==> config.mk <==
export PLATFORM = sky130hd
export DESIGN_NAME = kbd_mailbox
export DESIGN_NICKNAME = d
export VERILOG_FILES = /design/src/rtl/kbd_mbx_pkg.sv /design/src/rtl/kbd_host_in.sv /design/src/rtl/kbd_obf_ctrl.sv /design/src/rtl/kbd_uc_readmux.sv /design/src/rtl/kbd_mailbox.sv
export SDC_FILE = /design/constraint.sdc
export NUM_CORES = 1
export LEC_CHECK = 0
export CORE_UTILIZATION = 45
export DETAILED_ROUTE_END_ITERATION = 8
export DONT_BUFFER_PORTS = 1
export MAX_ROUTING_LAYER = met4
export SYNTH_ARGS = -nofsm -noshare
export SYNTH_HDL_FRONTEND = slang
export SYNTH_HIERARCHICAL = 1
export SYNTH_SLANG_ARGS = --single-unit
==> constraint.sdc <==
create_clock -name clk -period 2.7 [get_ports clk]
set_input_delay 0.27 -clock clk [delete_from_list [all_inputs] [get_ports clk]]
set_output_delay 0.27 -clock clk [all_outputs]
set_load 0.05 [all_outputs]
==> src/rtl/kbd_mbx_pkg.sv <==
package kbd_mbx_pkg;
  localparam int unsigned DATA_W  = 8;
  localparam int unsigned ADDR_W  = 16;
  localparam int unsigned TAG_BIT = 3;
  localparam int unsigned OBF_BIT = 0;
  localparam logic [ADDR_W-1:0] A_IN_BYTE  = 16'h7FF0;
  localparam logic [ADDR_W-1:0] A_OUT_BYTE = 16'h7FF1;
  localparam logic [ADDR_W-1:0] A_STATUS   = 16'h7FF4;
  localparam logic [ADDR_W-1:0] A_FLAG     = 16'h7FFD;
endpackage

==> src/rtl/kbd_host_in.sv <==
module kbd_host_in #(
  parameter int unsigned DW = 8
) (
  input  logic          clk,
  input  logic          rst,
  input  logic          host_wr,
  input  logic          host_sa2,
  input  logic [DW-1:0] host_wdata,
  output logic [DW-1:0] in_byte,
  output logic          cmd_tag
);
  always_ff @(posedge clk) begin
    if (rst) begin
      in_byte <= '0;
      cmd_tag <= 1'b0;
    end else if (host_wr) begin
      in_byte <= host_wdata;
      cmd_tag <= host_sa2;
    end
  end
endmodule

==> src/rtl/kbd_obf_ctrl.sv <==
module kbd_obf_ctrl (
  input  logic clk,
  input  logic rst,
  input  logic out_wr,
  input  logic host_rd,
  input  logic latch_wr,
  input  logic latch_din,
  input  logic fw_mode,
  output logic obf
);
  logic auto_q;
  logic fw_q;

  // set wins over clear so a byte loaded during a host read is not lost
  always_ff @(posedge clk) begin
    if (rst)          auto_q <= 1'b0;
    else if (out_wr)  auto_q <= 1'b1;
    else if (host_rd) auto_q <= 1'b0;
  end

  always_ff @(posedge clk) begin
    if (rst)           fw_q <= 1'b0;
    else if (latch_wr) fw_q <= latch_din;
  end

  assign obf = fw_mode ? fw_q : auto_q;
endmodule

==> src/rtl/kbd_uc_readmux.sv <==
module kbd_uc_readmux
  import kbd_mbx_pkg::*;
#(
  parameter int unsigned AW = ADDR_W,
  parameter int unsigned DW = DATA_W
) (
  input  logic          clk,
  input  logic          rst,
  input  logic          uc_rd,
  input  logic [AW-1:0] uc_addr,
  input  logic [DW-1:0] in_byte,
  input  logic [DW-1:0] out_byte,
  input  logic          cmd_tag,
  input  logic          obf,
  output logic [DW-1:0] uc_rdata
);
  logic [DW-1:0] sel;
  logic [DW-1:0] status_w;
  logic [DW-1:0] flag_w;

  always_comb begin
    status_w          = '0;
    status_w[TAG_BIT] = cmd_tag;
    status_w[OBF_BIT] = obf;
    flag_w            = '0;
    flag_w[0]         = obf;
  end

  always_comb begin
    unique case (uc_addr)
      AW'(A_IN_BYTE):  sel = in_byte;
      AW'(A_OUT_BYTE): sel = out_byte;
      AW'(A_STATUS):   sel = status_w;
      AW'(A_FLAG):     sel = flag_w;
      default:         sel = '0;
    endcase
  end

  always_ff @(posedge clk) begin
    if (rst)        uc_rdata <= '0;
    else if (uc_rd) uc_rdata <= sel;
  end
endmodule

==> src/rtl/kbd_mailbox.sv <==
module kbd_mailbox
  import kbd_mbx_pkg::*;
#(
  parameter int unsigned AW = ADDR_W,
  parameter int unsigned DW = DATA_W
) (
  input  logic          clk,
  input  logic          rst,
  input  logic          host_wr,
  input  logic          host_sa2,
  input  logic [DW-1:0] host_wdata,
  input  logic          host_rd,
  output logic [DW-1:0] host_rdata,
  input  logic          uc_wr,
  input  logic          uc_rd,
  input  logic [AW-1:0] uc_addr,
  input  logic [DW-1:0] uc_wdata,
  output logic [DW-1:0] uc_rdata,
  input  logic          cfg_irq_en,
  input  logic          cfg_fw_ctrl,
  output logic          obf,
  output logic          kirq
);
  logic [DW-1:0] in_byte;
  logic          cmd_tag;
  logic          out_wr;
  logic          latch_wr;

  assign out_wr   = uc_wr && (uc_addr == AW'(A_OUT_BYTE));
  assign latch_wr = uc_wr && (uc_addr == AW'(A_FLAG));

  always_ff @(posedge clk) begin
    if (rst)         host_rdata <= '0;
    else if (out_wr) host_rdata <= uc_wdata;
  end

  kbd_host_in #(.DW(DW)) i_host_in (
    .clk(clk), .rst(rst), .host_wr(host_wr), .host_sa2(host_sa2),
    .host_wdata(host_wdata), .in_byte(in_byte), .cmd_tag(cmd_tag)
  );

  kbd_obf_ctrl i_obf (
    .clk(clk), .rst(rst), .out_wr(out_wr), .host_rd(host_rd),
    .latch_wr(latch_wr), .latch_din(uc_wdata[0]), .fw_mode(cfg_fw_ctrl),
    .obf(obf)
  );

  kbd_uc_readmux #(.AW(AW), .DW(DW)) i_rmux (
    .clk(clk), .rst(rst), .uc_rd(uc_rd), .uc_addr(uc_addr),
    .in_byte(in_byte), .out_byte(host_rdata), .cmd_tag(cmd_tag),
    .obf(obf), .uc_rdata(uc_rdata)
  );

  assign kirq = cfg_irq_en & obf;
endmodule

# --- Yosys cells after proc, flatten, opt, wreduce, memory -nomap -nowiden ---
# Index checks and enable logic that the tools add are counted.
totals:
  out_inout_bits: 18
  input_bits: 41
  elab_cells: 18
  ff_bits: 27
op_classes:
  muxes: 4
  reduce_logical: 3
  n_bitwise: 1
  n_eq_ne: 4
ops:
  columns: ["cell", "count"]
  rows:
  - ["16-bit by 15-bit == test with 1-bit output (second input constant)", 4]
  - ["8-bit one-hot mux with 4 select lines", 1]
  - ["1-bit 2-to-1 mux", 3]
  - ["1-bit logical AND", 2]
  - ["2-bit nonzero test", 1]
  - ["1-bit AND", 1]

# --- Logic depth before layout (Yosys ltp) ---
# Gate-level depths: netlist of run 1.
logic_depth:
  word_depth: 3
  ltp_mapped: 6
  depth_no_buf: 5

# --- Cells and area by module ---
# Netlist of run 1, hierarchy kept.
by_module_without_submodules:
  columns: ["module", "cells_per_inst", "area_per_inst_um2", "instances", "seq_area_each_um2"]
  rows:
  - ["kbd_uc_readmux", 57, 460.4, 1, 160.2]
  - ["kbd_mailbox", 46, 405.4, 1, 160.2]
  - ["kbd_host_in", 29, 319.1, 1, 180.2]
  - ["kbd_obf_ctrl", 8, 83.8, 1, 40.0]

# --- Least setup slack after synthesis of run 1 ---
# No wires, ideal clock.
synth_path:
  path_kind: "register to register"
  startpoint: "register host_rdata[0]"
  endpoint: "register i_rmux.uc_rdata[0]"
  path_stages_with_launch: 5
  arrival_time_ns: 1.392
  setup_ns: 0.070
  synth_period_minus_slack_ns: 1.462
  path_buffers: 0
  required_ns: 2.630
  slack_ns: 1.238
  path_cell_list: "dfxtp_1 -> or3b_1 -> a21boi_1 -> o2111ai_1 -> a21oi_1"
synth_between:
  elab_chain_cells: 1
synth_rtl:
  columns: ["item", "line_no", "source"]
  rows:
  - ["start: declaration", "kbd_mailbox.sv:13", "output logic [DW-1:0] host_rdata,"]
  - ["start signal: assignment", "kbd_mailbox.sv:34", "else if (out_wr) host_rdata <= uc_wdata;"]
  - ["8-bit one-hot mux with 4 select lines", "kbd_uc_readmux.sv:30", "unique case (uc_addr)"]
  - ["end signal: assignment", "kbd_uc_readmux.sv:41", "else if (uc_rd) uc_rdata <= sel;"]
  - ["end: declaration", "kbd_uc_readmux.sv:15", "output logic [DW-1:0] uc_rdata"]
# No other way between the ends.
# A chain may end at the register's enable or synchronous reset.

# --- Worst setup path in the final report of run 1 ---
layout_path:
  startpoint: "register i_obf.fw_q"
  endpoint: "output kirq"
layout_between:
  elab_chain_cells: 2
layout_rtl:
  columns: ["item", "line_no", "source"]
  rows:
  - ["start: declaration", "kbd_obf_ctrl.sv:12", "logic fw_q;"]
  - ["start signal: assignment", "kbd_obf_ctrl.sv:23", "else if (latch_wr) fw_q <= latch_din;"]
  - ["1-bit 2-to-1 mux", "kbd_obf_ctrl.sv:26", "assign obf = fw_mode ? fw_q : auto_q;"]
  - ["net obf", "kbd_mailbox.sv:21", "output logic obf,"]
  - ["1-bit AND", "kbd_mailbox.sv:54", "assign kirq = cfg_irq_en & obf;"]
  - ["end: declaration", "kbd_mailbox.sv:22", "output logic kirq"]
# The timed path passes the listed nets, and every way through them passes these cells.

==> results of run 1 <==
==> stage by stage <==
stage	worst slack (ns)	std cells	util, %	instance area (um2)	hold WS [ns]
2_1_floorplan	1.238	140	-	1269	0.3391
3_3_place_gp	1.163	163	48.68	1250	0.3416
4_1_cts	0.9916	168	50.10	1286	0.06773
3_5_place_dp	1.105	163	48.68	1250	0.3424
6_report	1.007	168	50.10	1286	0.08488
5_1_grt	0.9555	168	50.10	1286	0.05565
==> cell usage after synthesis (2+ instances only) <==
library cell,n,area [um2]
inv_1,2,7.510
nor2_1,16,60.06
nor3_1,4,20.02
nand2_1,10,37.54
o21ai_1,8,40.04
nand4_1,5,31.28
mux2i_1,18,180.2
dfxtp_1,27,540.5
buf_1,2,7.510
clkbuf_4,2,15.01
buf_6,3,33.78
o21ai_0,7,35.03
nand2b_1,3,18.77
a21oi_1,10,50.05
nand3_1,9,45.04
==> power breakdown <==
part	internal (mW)	switching [mW]
clock	0.0578	0.113
combinational	0.0206	0.0217
sequential	0.406	0.00391
total	0.485	0.139
==> final cells by class <==
cell class | instances | area (um2) | share of cell area [%]
Multi-Input combinational cell | 104 | 664.4 | 51.65
Timing Repair Buffer | 1 | 10.01 | 0.7782
Sequential cell | 27 | 540.5 | 42.02
Inverter | 2 | 7.507 | 0.5837
Tap cell | 30 | 37.54 | 2.918
Clock buffer | 4 | 26.28 | 2.043
==> layer usage <==
layer / track usage (%) / vias up / part of all wire, %
met3: 7.923 / 4 / 9.3
met5: - / - / 0
met2: 32.73 / 36 / 45
met4: 7.083 / 0 / 1.1
li1: - / 497 / -
met1: 23.31 / 464 / 44
==> worst max-delay path, cell delays in order (launching register included) <==
cell,delay (ns)
dfxtp_1,0.37
mux2_4,0.27
and2_1,0.47
==> flip-flops by register name, summed over array words and instances, names as in the netlist <==
| register | count |
|---|---|
| host_rdata | 8 |
| i_host_in/in_byte | 8 |
| i_rmux/uc_rdata | 8 |
| i_host_in/cmd_tag | 1 |
| i_obf/auto_q | 1 |
| i_obf/fw_q | 1 |
==> cell families (layout without fill, tap and decap cells) <==
logic type	after synthesis	count (layout)	synth area share (%)
multiplexers	19	19	15.38
XOR/XNOR	1	1	0.6905
AO/OA/AOI/OAI	28	28	11.64
buffers and inverters	9	7	5.029
flip-flops	27	27	42.60
AND/OR/NAND/NOR	56	56	24.66
==> repair_timing <==
item,4_1_cts,5_1_grt
hold buffers,1,0
setup endpoints to repair,0,0
hold endpoints to repair,20,0
==> worst min-delay path by stage <==
| stage | start | slack, ns | end |
|---|---|---|---|
| 2_1_floorplan | rst | 0.34 | i_obf/auto_q |
| 3_3_place_gp | rst | 0.34 | host_rdata[0] |
| 3_5_place_dp | rst | 0.34 | host_rdata[3] |
| 4_1_cts | uc_wdata[0] | 0.07 | host_rdata[0] |
| 5_1_grt | uc_wdata[1] | 0.06 | host_rdata[1] |
| 6_report | uc_wdata[6] | 0.08 | host_rdata[6] |
==> summary.md, run 1 <==
| Metric | Value |
|---|---|
| Vias in the first global route | 931 |
| Total gr overflow | 0 |
| FILL cells | 265 |
| Largest fanout on the critical path | 4 |
| First-pass GRT wire length | 4188 um |
| Hold Violations, Final | 0 |
| Worst path arrival time | 1.42 ns |
| Synth Register Bits | 27 |
| Reg-to-Reg Start | host_rdata[0] |
| LEAKAGE | 0.4715 nW |
| Clock buffer depth | 2 |
| Area of the mapped netlist | 1269 um2 |
| TritonCTS clock tree | yes |
| CP endpoint | kirq |
| Worst-case reg-to-reg path depth | 4 |
| RSZ-0062 raised after global routing | no |
| Status | finished, final reports clean |
| Final clock skew | 0.003400 ns |
| Tcrit/Tclk final | 62.71% |
| IR drop worst, VDD | 0.0004264 V |
| GRT Total Usage | 20.48% |
| Slew @ Worst Pin | 0.7605 ns |
| Share of layout cells above drive strength 1 | 5.797% |
| Vias per cell | 5.958 |
| Starting density of the core | 49.42% |
| Port buffer count | 0 |
| CTS Root Cell | clkbuf_4 |
| Die footprint | 3035 um2 |
| Final antenna-violating net count | 0 |
| Pin count of the biggest net entering global routing | 21 |
| DR pass1 iterations | 4 |
| Antenna violations before repair | 0 |
| CP startpoint kind | register |
| Syn Inst Count | 140 |
| Worst Path Required | 2.43 ns |
| Final Max Slew Viols | 0 |
| CTS Buf Count | 3 |
| Most common cell after layout, fill and taps aside | dfxtp_1 |
| RePlAce Congestion | 0.7094 |
| Fmax | 590.6 MHz |
| Core area | 2567 um2 |
| Min Tclk post-route | 1.693 ns |
| Number of synthesized flops with an enable pin | 0 |
| Clock Pin Slew Worst Setup and Hold Paths | 0.13 ns |
| YS warnings | 6 |
| Final setup TNS | 0 ns |
| Layout area overhead | 1.380% |
| CTS H-tree depth | 1 |
| Setup crit end kind | primary output |
| Most frequent cells in the layout | dfxtp_1 (27), mux2i_1 (18), nor2_1 (16) |
| Top-Level Pins | 59 |
| Vias post-DR | 1001 |
| Seq/Total Area, Yosys | 42.60% |
| PostCTS Resize Cnt | 0 |
| Distinct cells, synth | 29 |
| Pwr Density | 484.7 nW/um2 |
| R2R Setup Slk | 1.06 ns |
| Async set or reset register ratio after synthesis | 0% |
| MaxCap Viol Count | 0 |
| Die width | 55.10 um |
| # clock sinks | 27 |
| RR Endpoint | i_rmux/uc_rdata[0] |
| HP Class | input pin to register |
| Mean post-synth cell area | 9.062 um2 |
| Slew Limit Headroom | 49.14% |
| Dpl hpwl | 2111 um |
| Final wirelength | 2827 um |
| DR DRC count | 0 |
| Initial DRC count | 17 |
| Die Height | 55.10 um |
| Antenna Cells | 0 |
| Final setup viols | 0 |
| Clk_lat worst skew | 0.32 ns |
| Final nets | 180 |
| Syn nets | 181 |
| Post-CTS setup buffers | 0 |
| Cell Rows | 18 |
| Hold path depth | 2 |
| Worst setup path startpoint | i_obf/fw_q |
| Post-synth top flop | dfxtp_1 |
| Overall power | 623.5 uW |
| Avg WL per Cell | 16.83 um |
| Critical setup path kind | register to primary output |
(Power assumes the default switching activity.)
==> run 2: changes to the inputs <==
==> constraint.sdc (replaced) <==
create_clock -name clk -period 1.7 [get_ports clk]
set_input_delay 0.17 -clock clk [delete_from_list [all_inputs] [get_ports clk]]
set_output_delay 0.17 -clock clk [all_outputs]
set_load 0.05 [all_outputs]
==> run 2 against run 1 <==
  * Non-clock buffer count up 31
  * First-iteration DRC count down 18%
  * Sequential share of layout area down 7.7 points
  * Clock skew up 0.0080 ns
  * Cell count up 18%
  * Critical path type is now input pin to register
  * Largest power group unchanged
==> summary.md, run 2 (same netlist as run 1, synthesis figures left out) <==
| Metric | Value |
|---|---|
| Final clock skew | 0.01143 ns (+0.008026 ns) |
| Slew Limit Headroom | 49.11% (about the same) |
| Most common cell after layout, fill and taps aside | dfxtp_1 |
| RePlAce Congestion | 0.7435 (+4.8%) |
| Min Tclk post-route | 1.649 ns |
| Overall power | 1.033 mW (+66%) |
| Vias per cell | 5.638 (-5.4%) |
| Share of layout cells above drive strength 1 | 10.06% (+4.3 points) |
| Avg WL per Cell | 15.37 um (-8.6%) |
| R2R Setup Slk | 0.36 ns (-0.70 ns) |
| P_sw | 226.2 uW (+63%) |
| MaxCap Viol Count | 0 (unchanged) |
| Switching Share | 21.90% (-0.35 points) |
| HP Class | input pin to register |
| CP startpoint kind | input pin |
| Starting density of the core | 49.42% (unchanged) |
| Logic pwr share | 10.9% (+4.1 points) |
| CTS Hold Bufs | 21 (+20) |
| Clk_lat worst skew | 0.32 ns (about the same) |
| Top-Level Pins | 59 (unchanged) |
| Hold Violations, Final | 0 (unchanged) |
| Top Registers | host_rdata (8), i_host_in/in_byte (8), i_rmux/uc_rdata (8) |
| Port buffer count | 0 (unchanged) |
| GRT Total Usage | 21.83% (+1.4 points) |
| RSZ-0062 raised after global routing | no |
| Layout area overhead | 24.06% |
| Slew @ Worst Pin | 0.7609 ns (+0.0004160 ns) |
| Initial DRC count | 14 (-3) |
| DR pass1 iterations | 4 (unchanged) |
| IR drop worst, VDD | 0.0006817 V (+60%) |
| Pwr Density | 656.0 nW/um2 (+35%) |
| Clock buffer depth | 2 (unchanged) |
| Fmax | 606.4 MHz |
| Final setup TNS | 0 ns (unchanged) |
| Final wirelength | 3059 um (+8.2%) |
| Final setup viols | 0 (unchanged) |
| Worst Path Required | 1.92 ns (-0.51 ns) |
| Pin count of the biggest net entering global routing | 21 (unchanged) |
| Cell Int Power | 806.4 uW (+66%) |
| Worst path arrival time | 1.87 ns (+0.45 ns) |
| Largest fanout on the critical path | 20 (+16) |
| Dpl hpwl | 2105 um (-0.31%) |
| Post-CTS setup buffers | 0 (unchanged) |
| PostCTS Resize Cnt | 0 (unchanged) |
| First-pass GRT wire length | 4464 um (+6.6%) |
| Antenna Cells | 0 (unchanged) |
| # clock sinks | 27 (unchanged) |
| Antenna violations before repair | 0 (unchanged) |
| Vias post-DR | 1122 (+12%) |
| CTS Buf Count | 3 (unchanged) |
| Clock network power share | 26.0% (-1.4 points) |
| CTS Root Cell | clkbuf_4 |
| Vias in the first global route | 1013 (+8.8%) |
| Sequential power share | 63.1% (-2.7 points) |
| TritonCTS clock tree | yes |
| Tcrit/Tclk final | 97.00% |
| Die width | 55.10 um (unchanged) |
| Final nets | 211 (+17%) |
| DR DRC count | 0 (unchanged) |
| Final antenna-violating net count | 0 (unchanged) |
| Core area | 2567 um2 (unchanged) |
| Clock Pin Slew Worst Setup and Hold Paths | 0.14 ns (about the same) |
| CTS H-tree depth | 1 (unchanged) |
| Die footprint | 3035 um2 (unchanged) |
| Status | finished, final reports clean |
| Setup crit end kind | register |
| LEAKAGE | 0.6097 nW (+29%) |
| Critical setup path kind | input pin to register |
| Total gr overflow | 0 (unchanged) |
| Die Height | 55.10 um (unchanged) |
| Cell Rows | 18 (unchanged) |
| Most frequent cells in the layout | dfxtp_1 (27), dlygate4sd3_1 (23), mux2i_1 (18) |
| Final Max Slew Viols | 0 (unchanged) |
| FILL cells | 262 (-1.1%) |
-- run 2: changes by cell type in the layout (fill, tap and decap cells not counted) --
cell	delta
dlygate4sd3_1	+22
buf_4	+9
-- run 2: metrics by stage --
step                setup WS [ns]  std cells  util [%]  cell area, um2  hold WS (ns)
floorplan                  0.2383        140         -            1269        0.2391
global placement           0.3985        172     51.32            1318        0.2413
detailed placement         0.3705        172     51.32            1318        0.2439
CTS                       0.07458        197     60.53            1554      0.001242
global route              0.02896        199     61.31            1574       0.01044
finish                    0.05101        199     61.31            1574       0.01033
-- run 2: path summary, 6_finish.rpt --
| check | start | to | depth (start not counted) |
|---|---|---|---|
| min | host_wr | i_host_in/in_byte[7] | 2 |
| max reg2reg | i_obf/auto_q | i_rmux/uc_rdata[0] | 5 |
| min reg2reg | i_obf/auto_q | i_obf/auto_q | 2 |
| max | rst | host_rdata[6] | 3 |
-- run 2: area by class of cell --
cell class / count / area [um2] / area share (%)
inverters: 2 / 7.507 / 0.4769
repair buffers: 32 / 297.8 / 18.92
well taps: 30 / 37.54 / 2.385
flip-flops and latches: 27 / 540.5 / 34.34
clock buffers: 4 / 26.28 / 1.669
multi-input cells: 104 / 664.4 / 42.21
-- run 2: power groups by stage --
stage | clock network [mW] | logic [mW] | registers (mW)
floorplan | 0 | 0.0718 | 0.664
global placement | 0 | 0.0564 | 0.665
detailed placement | 0 | 0.0580 | 0.665
CTS | 0.281 | 0.107 | 0.651
global route | 0.300 | 0.122 | 0.653
finish | 0.268 | 0.113 | 0.652
-- run 2: layer usage --
metal | vias to the layer above | GRT usage, % | part of all wire (%)
met4 | 0 | 5.417 | 0.69
li1 | 559 | - | -
met2 | 41 | 38.55 | 51
met5 | - | - | 0
met3 | 2 | 6.011 | 7.8
met1 | 520 | 24.17 | 41
-- run 2: critical path, stage by stage --
cell and delay, ns:
dlygate4sd3_1 1.03, a21oi_1 0.07, dlygate4sd3_1 0.60
==> run 3: changes to the inputs <==
--- a/config.mk
+++ b/config.mk
@@ -9,6 +9,7 @@
 export DETAILED_ROUTE_END_ITERATION = 8
 export DONT_BUFFER_PORTS = 1
 export MAX_ROUTING_LAYER = met4
+export RECOVER_POWER = 25
 export SYNTH_ARGS = -nofsm -noshare
 export SYNTH_HDL_FRONTEND = slang
 export SYNTH_HIERARCHICAL = 1
==> run 3 against run 2 <==
  * Via count shrank 0.62%
  * Global-route usage unchanged
  * Total power is essentially flat
  * Critical path type unchanged
  * Largest power group unchanged
  * Highest routed layer unchanged
==> summary.md, run 3 (same netlist as run 1, synthesis figures left out) <==
| Metric | Value |
|---|---|
| Status | finished, final reports clean |
| CTS Root Cell | clkbuf_4 |
| MaxCap Viol Count | 0 (unchanged) |
| Worst Path Required | 1.92 ns (about the same) |
| Pwr Density | 665.1 nW/um2 (+1.4%) |
| Die Height | 55.10 um (unchanged) |
| # clock sinks | 27 (unchanged) |
| Final clock skew | 0.01271 ns (+0.001280 ns) |
| CP startpoint kind | input pin |
| Final setup TNS | 0 ns (unchanged) |
| Clock buffer depth | 2 (unchanged) |
| TritonCTS clock tree | yes |
| Antenna violations before repair | 0 (unchanged) |
| Dpl hpwl | 2105 um (unchanged) |
| Die width | 55.10 um (unchanged) |
| Cell Rows | 18 (unchanged) |
| Critical setup path kind | input pin to register |
| CP peak stage delay | 1.02 ns (about the same) |
| Die footprint | 3035 um2 (unchanged) |
| Most frequent cells in the layout | dfxtp_1 (27), dlygate4sd3_1 (23), mux2i_1 (18) |
| CTS Buf Count | 3 (unchanged) |
| Slew Limit Headroom | 49.86% (+0.75 points) |
| Clock Pin Slew Worst Setup and Hold Paths | 0.14 ns (about the same) |
| IR drop worst, VDD | 0.0006983 V (+2.4%) |
| Worst path arrival time | 1.87 ns (about the same) |
| Slew @ Worst Pin | 0.7497 ns (-0.01122 ns) |
| Crit-path leading delay family | buffers and inverters |
| Avg WL per Cell | 15.44 um (+0.42%) |
| Final Max Slew Viols | 0 (unchanged) |
| Pin count of the biggest net entering global routing | 21 (unchanged) |
| Starting density of the core | 49.42% (unchanged) |
| Post-CTS setup buffers | 0 (unchanged) |
| FILL cells | 267 (+1.9%) |
| Setup WS post-layout | 0.05685 ns (+0.005835 ns) |
| Top Registers | host_rdata (8), i_host_in/in_byte (8), i_rmux/uc_rdata (8) |
| Layout area overhead | 22.29% |
| HP Class | input pin to register |
| Largest fanout on the critical path | 20 (unchanged) |
| CTS H-tree depth | 1 (unchanged) |
| Hold Violations, Final | 0 (unchanged) |
| Min Tclk post-route | 1.643 ns (-0.005835 ns) |
| LEAKAGE | 0.5840 nW (-4.2%) |
| CP max stage cell | dlygate4sd3_1 |
| First-pass GRT wire length | 4464 um (unchanged) |
| Total gr overflow | 0 (unchanged) |
| PostCTS Resize Cnt | 0 (unchanged) |
| Post-Place Worst Slack | 0.3705 ns (unchanged) |
| Antenna Cells | 0 (unchanged) |
| Worst path buffer plus inverter count | 2 (unchanged) |
| DR DRC count | 0 (unchanged) |
| Core area | 2567 um2 (unchanged) |
| Setup crit end kind | register |
| Vias per cell | 5.603 (-0.62%) |
| Tcrit/Tclk final | 96.66% (-0.34 points) |
| Final antenna-violating net count | 0 (unchanged) |
| Overall power | 1.032 mW (about the same) |
| Port buffer count | 0 (unchanged) |
| Vias in the first global route | 1013 (unchanged) |
| GRT Total Usage | 21.83% (unchanged) |
| Final wirelength | 3072 um (+0.42%) |
| Most common cell after layout, fill and taps aside | dfxtp_1 |
| Initial DRC count | 16 (+2) |
| RSZ-0062 raised after global routing | no |
| Crit-path most repeated cell | dlygate4sd3_1 |
| CP cell instances | dlygate4sd3_1, a21oi_1, dlygate4sd3_1 |
| Final setup viols | 0 (unchanged) |
| Final nets | 211 (unchanged) |
| Final Core Density | 60.43% (-0.88 points) |
| Clk_lat worst skew | 0.32 ns (about the same) |
| Share of layout cells above drive strength 1 | 6.509% (-3.6 points) |
| RePlAce Congestion | 0.7435 (unchanged) |
| DR pass1 iterations | 4 (unchanged) |
| Fmax | 608.6 MHz (+0.36%) |
| Vias post-DR | 1115 (-0.62%) |
| Top-Level Pins | 59 (unchanged) |
## run 3: report_power, final
| part | internal (mW) | switching [mW] | leakage (nW) |
|---|---|---|---|
| logic | 0.0693 | 0.0440 | 0.350 |
| clock network | 0.0917 | 0.175 | 0.0150 |
| registers | 0.645 | 0.00627 | 0.219 |
| total | 0.806 | 0.225 | 0.584 |
## run 3: path summary, 6_finish.rpt
path / from / to / slack (ns) / cells after the start
worst max register to register: host_rdata[1] / i_rmux/uc_rdata[1] / 0.36 / 3
worst max-delay path: rst / host_rdata[6] / 0.06 / 3
worst min register to register: i_obf/auto_q / i_obf/auto_q / 0.49 / 2
worst min-delay path: host_wr / i_host_in/in_byte[7] / 0.01 / 2
## run 3: what timing repair did
action | in CTS | in global routing
hold buffers | 21 | 2
hold endpoints to repair | 20 | 1
endpoints found under the setup margin | 0 | 0
## run 3: metal layers
| metal | GRT usage (%) | vias to the layer above | wire, um |
|---|---|---|---|
| met5 | - | - | 0 |
| met4 | 5.417 | 0 | 27 |
| met3 | 6.011 | 4 | 195 |
| met2 | 38.55 | 34 | 1540 |
| met1 | 24.17 | 517 | 1308 |
| li1 | - | 560 | - |
## run 3: cell type report
| class | instances | area [um2] | share of cell area (%) |
|---|---|---|---|
| Multi-Input combinational cell | 104 | 664.4 | 42.82 |
| Clock buffer | 4 | 26.28 | 1.694 |
| Tap cell | 30 | 37.54 | 2.419 |
| Timing Repair Buffer | 32 | 275.3 | 17.74 |
| Inverter | 2 | 7.507 | 0.4839 |
| Sequential cell | 27 | 540.5 | 34.84 |
## run 3: stage by stage
stage / area [um2] / hold WS, ns / instances
5_1_grt: 1551 / 0.01044 / 199
6_report: 1551 / 0.01298 / 199
2_1_floorplan: 1269 / 0.2391 / 140
3_3_place_gp: 1318 / 0.2413 / 172
4_1_cts: 1554 / 0.001242 / 197
3_5_place_dp: 1318 / 0.2439 / 172
